--- config.mk ---
export PLATFORM = sky130hd
export DESIGN_NAME = vidreg_i2c_bank
export DESIGN_NICKNAME = d
export VERILOG_FILES = /design/src/rtl/vidreg_pkg.sv /design/src/rtl/vidreg_line_sync.sv /design/src/rtl/vidreg_i2c_parser.sv /design/src/rtl/vidreg_store.sv /design/src/rtl/vidreg_i2c_bank.sv
export SDC_FILE = /design/constraint.sdc
export NUM_CORES = 1
export LEC_CHECK = 0
export CAP_MARGIN = 15
export CORE_MARGIN = 2
export CORE_UTILIZATION = 45
export CTS_CLUSTER_SIZE = 14
export DETAILED_ROUTE_END_ITERATION = 10
export PLACE_DENSITY_LB_ADDON = 0.25
export SLEW_MARGIN = 15
export SYNTH_ARGS = -nofsm -noshare
export SYNTH_HDL_FRONTEND = slang
export SYNTH_HIERARCHICAL = 1
export SYNTH_SLANG_ARGS = --single-unit
--- constraint.sdc ---
create_clock -name clk -period 5.53 [get_ports clk]
set_input_delay 1.106 -clock clk [delete_from_list [all_inputs] [get_ports clk]]
set_output_delay 1.106 -clock clk [all_outputs]
set_load 0.01 [all_outputs]
--- src/rtl/vidreg_pkg.sv ---
package vidreg_pkg;
    localparam int BYTE_W = 8;

    typedef enum logic [2:0] {
        ST_IDLE,
        ST_ADDR,
        ST_ADDR_ACK,
        ST_SUB,
        ST_SUB_ACK,
        ST_DATA,
        ST_DATA_ACK,
        ST_SKIP
    } prs_state_e;
endpackage

--- src/rtl/vidreg_line_sync.sv ---
module vidreg_line_sync #(
    parameter int STAGES = 2
) (
    input  logic clk,
    input  logic rst_n,
    input  logic scl_i,
    input  logic sda_i,
    output logic sda_s,
    output logic scl_rise,
    output logic scl_fall,
    output logic start_det,
    output logic stop_det
);
    logic [STAGES-1:0] scl_pipe;
    logic [STAGES-1:0] sda_pipe;
    logic              scl_q;
    logic              sda_q;
    logic              scl_s;

    always_ff @(posedge clk or negedge rst_n) begin
        if (!rst_n) begin
            scl_pipe <= '1;
            sda_pipe <= '1;
            scl_q    <= 1'b1;
            sda_q    <= 1'b1;
        end else begin
            scl_pipe <= {scl_pipe[STAGES-2:0], scl_i};
            sda_pipe <= {sda_pipe[STAGES-2:0], sda_i};
            scl_q    <= scl_pipe[STAGES-1];
            sda_q    <= sda_pipe[STAGES-1];
        end
    end

    assign scl_s     = scl_pipe[STAGES-1];
    assign sda_s     = sda_pipe[STAGES-1];
    assign scl_rise  = scl_s & ~scl_q;
    assign scl_fall  = ~scl_s & scl_q;
    assign start_det = scl_s & scl_q & sda_q & ~sda_s;
    assign stop_det  = scl_s & scl_q & ~sda_q & sda_s;
endmodule

--- src/rtl/vidreg_i2c_parser.sv ---
module vidreg_i2c_parser
    import vidreg_pkg::*;
#(
    parameter logic [6:0] DEV_ADDR = 7'h44,
    parameter int         NREG     = 16,
    parameter int         AW       = 4
) (
    input  logic              clk,
    input  logic              rst_n,
    input  logic              sda_s,
    input  logic              scl_rise,
    input  logic              scl_fall,
    input  logic              start_det,
    input  logic              stop_det,
    input  logic              buf_mode,
    input  logic              pending,
    output logic              sda_oe,
    output logic              wr_en,
    output logic [AW-1:0]     wr_addr,
    output logic [BYTE_W-1:0] wr_data
);
    localparam logic [BYTE_W-1:0] NREG_B = BYTE_W'(NREG);

    prs_state_e        state_q, state_d;
    logic [3:0]        cnt_q;
    logic [BYTE_W-1:0] shreg_q;
    logic [AW-1:0]     ptr_q;
    logic              first_q;
    logic              oe_q;
    logic              rcv;
    logic              byte_done;

    assign rcv       = (state_q == ST_ADDR) || (state_q == ST_SUB) || (state_q == ST_DATA);
    assign byte_done = rcv && scl_fall && (cnt_q == 4'd8);

    // state register
    always_ff @(posedge clk or negedge rst_n) begin
        if (!rst_n) state_q <= ST_IDLE;
        else        state_q <= state_d;
    end

    // next state and write strobe
    always_comb begin
        state_d = state_q;
        wr_en   = 1'b0;
        if (start_det) begin
            state_d = ST_ADDR;
        end else if (stop_det) begin
            state_d = ST_IDLE;
        end else begin
            unique case (state_q)
                ST_IDLE, ST_SKIP: state_d = state_q;
                ST_ADDR: if (byte_done)
                    state_d = (shreg_q == {DEV_ADDR, 1'b0}) ? ST_ADDR_ACK : ST_SKIP;
                ST_ADDR_ACK: if (scl_fall) state_d = ST_SUB;
                ST_SUB: if (byte_done)
                    state_d = (shreg_q < NREG_B) ? ST_SUB_ACK : ST_SKIP;
                ST_SUB_ACK: if (scl_fall) state_d = ST_DATA;
                ST_DATA: if (byte_done) begin
                    if (!buf_mode || (first_q && !pending)) begin
                        state_d = ST_DATA_ACK;
                        wr_en   = 1'b1;
                    end else begin
                        state_d = ST_SKIP;
                    end
                end
                ST_DATA_ACK: if (scl_fall) state_d = ST_DATA;
                default: state_d = ST_IDLE;
            endcase
        end
    end

    // outputs and datapath
    always_ff @(posedge clk or negedge rst_n) begin
        if (!rst_n) begin
            cnt_q   <= '0;
            shreg_q <= '0;
            ptr_q   <= '0;
            first_q <= 1'b0;
            oe_q    <= 1'b0;
        end else begin
            oe_q <= (state_d == ST_ADDR_ACK) || (state_d == ST_SUB_ACK) ||
                    (state_d == ST_DATA_ACK);
            if (start_det || stop_det || byte_done) begin
                cnt_q <= '0;
            end else if (rcv && scl_rise) begin
                shreg_q <= {shreg_q[BYTE_W-2:0], sda_s};
                cnt_q   <= cnt_q + 4'd1;
            end
            if (state_q == ST_SUB && byte_done && !start_det && !stop_det) begin
                ptr_q   <= shreg_q[AW-1:0];
                first_q <= 1'b1;
            end else if (wr_en) begin
                ptr_q   <= ptr_q + 1'b1;
                first_q <= 1'b0;
            end
        end
    end

    assign sda_oe  = oe_q;
    assign wr_addr = ptr_q;
    assign wr_data = shreg_q;
endmodule

--- src/rtl/vidreg_store.sv ---
module vidreg_store
    import vidreg_pkg::*;
#(
    parameter int              NREG     = 16,
    parameter int              AW       = 4,
    parameter logic [NREG-1:0] RSV_MASK = 16'hC800,
    parameter int              CTRL_IDX = 13,
    parameter int              BUF_BIT  = 0
) (
    input  logic                   clk,
    input  logic                   rst_n,
    input  logic                   wr_en,
    input  logic [AW-1:0]          wr_addr,
    input  logic [BYTE_W-1:0]      wr_data,
    input  logic                   vblank_i,
    output logic [NREG*BYTE_W-1:0] live_flat,
    output logic                   buf_mode,
    output logic                   pending,
    output logic                   vb_rise
);
    logic [BYTE_W-1:0] live_q   [NREG];
    logic [BYTE_W-1:0] shadow_q [NREG];
    logic [NREG-1:0]   dirty_q;
    logic              pending_q;
    logic              vb_q;
    logic              rsv_hit;

    assign buf_mode = live_q[CTRL_IDX][BUF_BIT];
    assign vb_rise  = vblank_i & ~vb_q;
    assign rsv_hit  = RSV_MASK[wr_addr];
    assign pending  = pending_q;

    always_ff @(posedge clk or negedge rst_n) begin
        if (!rst_n) begin
            for (int i = 0; i < NREG; i++) begin
                live_q[i]   <= '0;
                shadow_q[i] <= '0;
            end
            dirty_q   <= '0;
            pending_q <= 1'b0;
            vb_q      <= 1'b0;
        end else begin
            vb_q <= vblank_i;
            if (vb_rise && pending_q) begin
                for (int i = 0; i < NREG; i++)
                    if (dirty_q[i]) live_q[i] <= shadow_q[i];
                dirty_q   <= '0;
                pending_q <= 1'b0;
            end
            if (wr_en) begin
                if (buf_mode) begin
                    pending_q <= 1'b1;
                    if (!rsv_hit) begin
                        shadow_q[wr_addr] <= wr_data;
                        dirty_q[wr_addr]  <= 1'b1;
                    end
                end else if (!rsv_hit) begin
                    live_q[wr_addr] <= wr_data;
                end
            end
        end
    end

    for (genvar g = 0; g < NREG; g++) begin : g_flat
        assign live_flat[g*BYTE_W +: BYTE_W] = live_q[g];
    end
endmodule

--- src/rtl/vidreg_i2c_bank.sv ---
module vidreg_i2c_bank
    import vidreg_pkg::*;
#(
    parameter logic [6:0]      DEV_ADDR    = 7'h44,
    parameter int              NREG        = 16,
    parameter int              SYNC_STAGES = 2,
    parameter logic [NREG-1:0] RSV_MASK    = 16'hC800,
    parameter int              CTRL_IDX    = 13,
    parameter int              BUF_BIT     = 0
) (
    input  logic                   clk,
    input  logic                   rst_n,
    input  logic                   scl_i,
    input  logic                   sda_i,
    input  logic                   vblank_i,
    output logic                   sda_oe_o,
    output logic [NREG*BYTE_W-1:0] regs_o
);
    localparam int AW = $clog2(NREG);

    logic              sda_s, scl_rise, scl_fall, start_det, stop_det;
    logic              buf_mode, pending, vb_rise, wr_en;
    logic [AW-1:0]     wr_addr;
    logic [BYTE_W-1:0] wr_data;

    vidreg_line_sync #(.STAGES(SYNC_STAGES)) u_sync (
        .clk(clk), .rst_n(rst_n), .scl_i(scl_i), .sda_i(sda_i),
        .sda_s(sda_s), .scl_rise(scl_rise), .scl_fall(scl_fall),
        .start_det(start_det), .stop_det(stop_det)
    );

    vidreg_i2c_parser #(.DEV_ADDR(DEV_ADDR), .NREG(NREG), .AW(AW)) u_parser (
        .clk(clk), .rst_n(rst_n), .sda_s(sda_s), .scl_rise(scl_rise),
        .scl_fall(scl_fall), .start_det(start_det), .stop_det(stop_det),
        .buf_mode(buf_mode), .pending(pending), .sda_oe(sda_oe_o),
        .wr_en(wr_en), .wr_addr(wr_addr), .wr_data(wr_data)
    );

    vidreg_store #(.NREG(NREG), .AW(AW), .RSV_MASK(RSV_MASK),
                   .CTRL_IDX(CTRL_IDX), .BUF_BIT(BUF_BIT)) u_store (
        .clk(clk), .rst_n(rst_n), .wr_en(wr_en), .wr_addr(wr_addr),
        .wr_data(wr_data), .vblank_i(vblank_i), .live_flat(regs_o),
        .buf_mode(buf_mode), .pending(pending), .vb_rise(vb_rise)
    );
endmodule

Yosys cells after proc, flatten, opt, wreduce, memory -nomap -nowiden
Memory sizes are Yosys's and may differ from the RTL's.
Cells that the tools add are included.
{"block": "totals", "n_memories": 1, "elab_cells": 166, "regBits": 301, "rom_bits": 16}
{"block": "classes", "n_eq_ne": 12, "reduce_logical": 28, "muxes": 56, "magnitude_cmp": 5, "bitwise_logic": 17, "n_addsub": 2}
{"name": "(name not given)", "words": 16, "width": 1, "read_ports": 1, "rd_ports_with_merged_regs": 0, "write_ports": 0, "line": "vidreg_store.sv:30", "text": "assign rsv_hit = RSV_MASK[wr_addr];"}
{"op": "$mux 128", "count": 4}
{"op": "$bwmux 128", "count": 2}
{"op": "$mux 8", "count": 17}
{"op": "$mux 16", "count": 4}
{"op": "$demux 8 s4", "count": 1}
{"op": "$mux 3", "count": 8}
{"op": "$eq 3x3->1 const B", "count": 6}
{"op": "$pmux 3 s6", "count": 1}
{"op": "$mux 4", "count": 4}
{"op": "$or 16x16->16", "count": 1}
{"op": "$mux 1", "count": 13}
{"op": "$logic_and 1x1->1", "count": 10}
{"op": "$eq 3x2->1 const B", "count": 3}
{"op": "$add 4x1->4 const B", "count": 2}
{"op": "$and 1x1->1", "count": 8}
{"op": "$eq 8x8->1 const B", "count": 1}
{"op": "$lt 8x5->1 const B", "count": 1}
{"op": "$logic_or 1x1->1", "count": 7}
{"op": "$not 1->1", "count": 7}
{"op": "$ge 5x5->1 const B", "count": 1}
{"op": "$lt 4x5->1 const B", "count": 1}
{"op": "$lt 5x1->1 const B", "count": 1}
{"op": "$not 4->5", "count": 1}
{"op": "$demux 1 s4", "count": 1}
{"op": "10 further kinds", "count": 15}

Depth between registers and ports, before layout
{"block": "depth", "word_depth": 12, "mapped_depth": 10, "mapped_depth_nobuf": 8}

Hierarchy
Netlist, hierarchy kept.
{"mod": "vidreg_store", "area_each_um2": 11591.1, "instances": 1, "cells_per_inst": 752, "seq_area_each_um2": 6856.6}
{"mod": "vidreg_i2c_parser", "area_each_um2": 1111.1, "instances": 1, "cells_per_inst": 104, "seq_area_each_um2": 525.5}
{"mod": "vidreg_line_sync", "area_each_um2": 190.2, "instances": 1, "cells_per_inst": 10, "seq_area_each_um2": 157.7}

Least setup slack after synthesis
OpenSTA, ideal clock, no wires.
{"block": "synth_path", "kind": "flip-flop to flip-flop", "startpoint": "register u_sync.sda_pipe[1]", "endpoint": "register u_store/shadow_q[56] in the netlist's numbering", "stages_incl_launch_ff": 7, "required_ps": 5405, "path_slack_ps": 2946, "arrival_time_ps": 2459, "setup_ps": 125, "n_path_buf": 0, "path_cell_list": "dfstp_2 > and4b_1 > nor2_1 > and3_1 > nand4b_1 > nor3_4 > mux2_2"}
{"block": "synth_via", "elab_chain_cells": 4, "elab_cells_between_ends": 6}
{"element": "start: declaration", "line": "vidreg_line_sync.sv:15", "text": "logic [STAGES-1:0] sda_pipe;"}
{"element": "start signal: assignment", "line": "vidreg_line_sync.sv:28", "text": "sda_pipe <= {sda_pipe[STAGES-2:0], sda_i};"}
{"element": "$not 1->1", "line": "vidreg_line_sync.sv:38", "text": "assign start_det = scl_s & scl_q & sda_q & ~sda_s;"}
{"element": "$and 1x1->1", "line": "vidreg_line_sync.sv:38"}
{"element": "via start_det", "line": "vidreg_i2c_bank.sv:21", "text": "logic sda_s, scl_rise, scl_fall, start_det, stop_det;"}
{"element": "$mux 1", "line": "vidreg_i2c_parser.sv:46", "text": "if (start_det) begin"}
{"element": "via wr_en", "line": "vidreg_i2c_bank.sv:22", "text": "logic buf_mode, pending, vb_rise, wr_en;"}
{"element": "$reduce_and 3->1 (no source line)"}
{"element": "end signal: indexed assignment", "line": "vidreg_store.sv:54", "text": "shadow_q[wr_addr] <= wr_data;"}
{"element": "end: declaration", "line": "vidreg_store.sv:22", "text": "logic [BYTE_W-1:0] shadow_q [NREG];"}
The timed path passes the listed nets, and every way through them passes these cells.
A chain may end at the register's enable or synchronous reset.

Worst setup path after layout
{"block": "layout_path", "startpoint": "register u_sync.sda_pipe[1]", "endpoint": "register u_store/shadow_q[98] in the netlist's numbering"}
The elaborated chain is that of the path after synthesis.

==> impl_metrics.py <==
metrics = {
    "status": {
        "status": "complete, no violations",
    },
    "cts": {
        "clkSinkCount": 301,
        "numCtsBuffers": 34,
        "cts_root_buffer": "clkbuf_16",
        "cts-resized-gates": 0,
        "tritoncts": "done",
        "post_cts_buffers": 0,
        "hold_buffers": 0,
        "h-tree-depth": 2,
        "cts.path.max_buffers": 3,
        "path_clk_slew_ps": 60,
        "clock_latency_ps": 500,
    },
    "synthesis": {
        "ys.flop_type": "dfrtp_1",
        "syn_area_um2": 12900,
        "syn_avg_cell_area_um2": 14.9,
        "synth-seq-cells": 301,
        "async_flop_share_pct": 100,
        "syn-num-nets": 874,
        "synth_cell_types": 55,
        "synth_cells": 866,
        "synth-seq-area-share_pct": 58.5,
        "yosysWarningCount": 6,
        "synth_edf_count": 0,
    },
    "hold_path": {
        "hp-class": "reg -> reg",
        "holdPathStages": 0,
    },
    "final_layout": {
        "n_fill_cell": 2335,
        "syn_to_final_growth_pct": 20.7,
        "post-route-util_pct": 55.5,
        "final_common_cell": "mux2_2",
        "nets": 990,
        "drive_above_1_share_pct": 44.1,
        "most-common-layout-cells": "mux2_2 (335), dfrtp_1 (295), clkdlybuf4s50_1 (132)",
        "diodes": 0,
    },
    "setup_path": {
        "crit_required_ps": 5910,
        "cp-end-kind": "flip-flop",
        "arrival_ps": 3790,
        "crit_type": "reg -> reg",
        "cp_max_fo": 9,
        "reg2regPathDepth": 6,
        "critical_path.startpoint_type": "flip-flop",
    },
    "sta": {
        "fin_ws_ps": 2120,
        "fmax_mhz": 293,
        "rsz0062_at_grt": "no",
        "setup_tns_ps": 0,
        "slew_viol_final": 0,
        "fin_crit_ps": 3410,
        "hold_violations": 0,
        "setup-violations-final": 0,
        "period_share_pct": 61.7,
        "finalClockSkew_ps": 8.39,
        "worst_slew_pin_slew_ps": 1100,
        "relSlewSlack_pct": 26.4,
    },
    "global_route": {
        "gr-usage-all-layers_pct": 17.9,
        "grt_max_degree": 138,
        "grt.overflow.total": 0,
        "grt_pass1_vias": 7538,
        "antenna_found_initial": 0,
        "grt_pass1_wl_um": 43100,
    },
    "power_and_ir_drop": {
        "p_seq_share_pct": 48.1,
        "switching_share_pct": 25.2,
        "p_comb_share_pct": 7.8,
        "leakage_nw": 7.88,
        "total_power_mw": 4.86,
        "switching_power_mw": 1.22,
        "pwr_density_cell_nw_per_um2": 312,
        "pwr-share-clk_pct": 44.0,
        "max-vdd-ir-drop_uv": 164,
        "p_int_mw": 3.64,
    },
    "drt": {
        "drc": 0,
        "drtIter0Drc": 360,
        "vias": 7184,
        "dr.pass1.iters": 4,
        "wl_per_cell_um": 19.0,
        "drtAntennaViolNets": 0,
        "vias_per_cell": 5.20,
        "wl_um": 26300,
    },
    "placed_design": {
        "place_ws_ps": 1860,
        "gp_congestion": 0.759,
        "io_buffers": 133,
        "dp_hpwl_um": 16400,
    },
    "die": {
        "die_w_um": 173,
        "pin_count": 134,
        "die_area_um2": 30000,
        "start_util_pct": 46.0,
        "die_h_um": 173,
        "core-area_um2": 28000,
        "fp-row-count": 61,
    },
    "job": {
        "maxCapViolations": 0,
    },
}
[final timing paths]
path | start | endpoint | slack (ps)
max | u_sync/sda_pipe[1]$_DFF_PN1_ | u_store/shadow_q[98]$_DFFE_PN0P_ | 2120
min | u_sync/sda_pipe[0]$_DFF_PN1_ | u_sync/sda_pipe[1]$_DFF_PN1_ | 350
max reg2reg | u_sync/sda_pipe[1]$_DFF_PN1_ | u_store/shadow_q[98]$_DFFE_PN0P_ | 2120
max in group asynchronous | rst_n | u_store/dirty_q[6]$_DFF_PN0_ | 3600
min in group asynchronous | rst_n | u_parser/cnt_q[0]$_DFFE_PN0P_ | 730
min reg2reg | u_sync/sda_pipe[0]$_DFF_PN1_ | u_sync/sda_pipe[1]$_DFF_PN1_ | 350
[cell usage after synthesis, types with 6 or more instances]
master,number,share of area [%]
mux2_2,335,29
dfrtp_1,295,57
clkbuf_1,44,1.3
nand2_1,34,0.99
nor2_1,12,0.35
nand4b_2,10,1.2
buf_4,9,0.52
a21o_1,8,0.47
mux2_4,8,0.93
nor2b_1,7,0.34
dfstp_2,6,1.2
nor2_2,6,0.29
[per-layer routing]
layer	vias to the layer above	share of wire, %	routed length [µm]	GRT usage [%]
met5	-	0	0	0
met4	0	1.8	480	4.70
met3	38	4.5	1180	3.84
met2	151	46	12000	27.7
met1	3684	48	12600	25.7
li1	3311	-	-	-
[final cells by class]
| class | instances | area, µm² | share of cell area (%) |
|---|---|---|---|
| clock inverter | 4 | 26.3 | 0.169 |
| sequential | 301 | 7540 | 48.5 |
| inverter | 5 | 18.8 | 0.121 |
| timing repair buffer | 142 | 1420 | 9.10 |
| tap | 378 | 473 | 3.04 |
| clock buffer | 54 | 1050 | 6.73 |
| multi-input combinational | 498 | 5040 | 32.4 |
[stage by stage]
step	area [µm²]	cells	hold slack, ps
after floorplan	12900	866	345
after global placement	14500	1324	348
after detailed placement	14500	1324	347
after CTS	15600	1382	356
after global routing	15600	1382	358
final	15600	1382	355
[cells by family after synthesis]
kind of cell	synth area share (%)
AO/OA/AOI/OAI	1.28
XOR/XNOR	0.408
adder cells (fa/ha/maj)	0.291
buffers and inverters	2.45
flip-flops	58.5
multiplexers	30.4
AND/OR/NAND/NOR	6.66
[flip-flops by register name (all words and copies together), names as in the netlist]
register           cells
u_store/pending        1
u_parser/state_q       3
u_store/buf_mode       1
u_parser/wr_addr       4
u_parser/wr_data       8
u_parser/sda_oe        1
u_store/dirty_q       16
u_store/vb_q           1
u_sync/sda_q           1
u_parser/first_q       1
u_sync/scl_pipe        2
u_sync/sda_pipe        2
u_store/shadow_q     128
u_parser/cnt_q         4
u_store/live_flat    127
u_sync/scl_q           1
[power groups by stage]
| stage | clock, mW | combinational [mW] | sequential [mW] |
|---|---|---|---|
| after CTS | 2.21 | 0.395 | 2.34 |
| after global placement | 0 | 0.389 | 2.38 |
| after detailed placement | 0 | 0.395 | 2.38 |
| final | 2.14 | 0.380 | 2.34 |
| after floorplan | 0 | 0.194 | 2.35 |
| after global routing | 2.29 | 0.429 | 2.35 |
[worst max-delay path, stage by stage (launching register included)]
cell      delay [ps]
dfstp_2          560
and4b_1          250
nor2_1           530
and3_1           480
and4bb_2         340
nor2b_1          710
mux2_2           420
No activity file was read; power rests on OpenSTA's default activity.
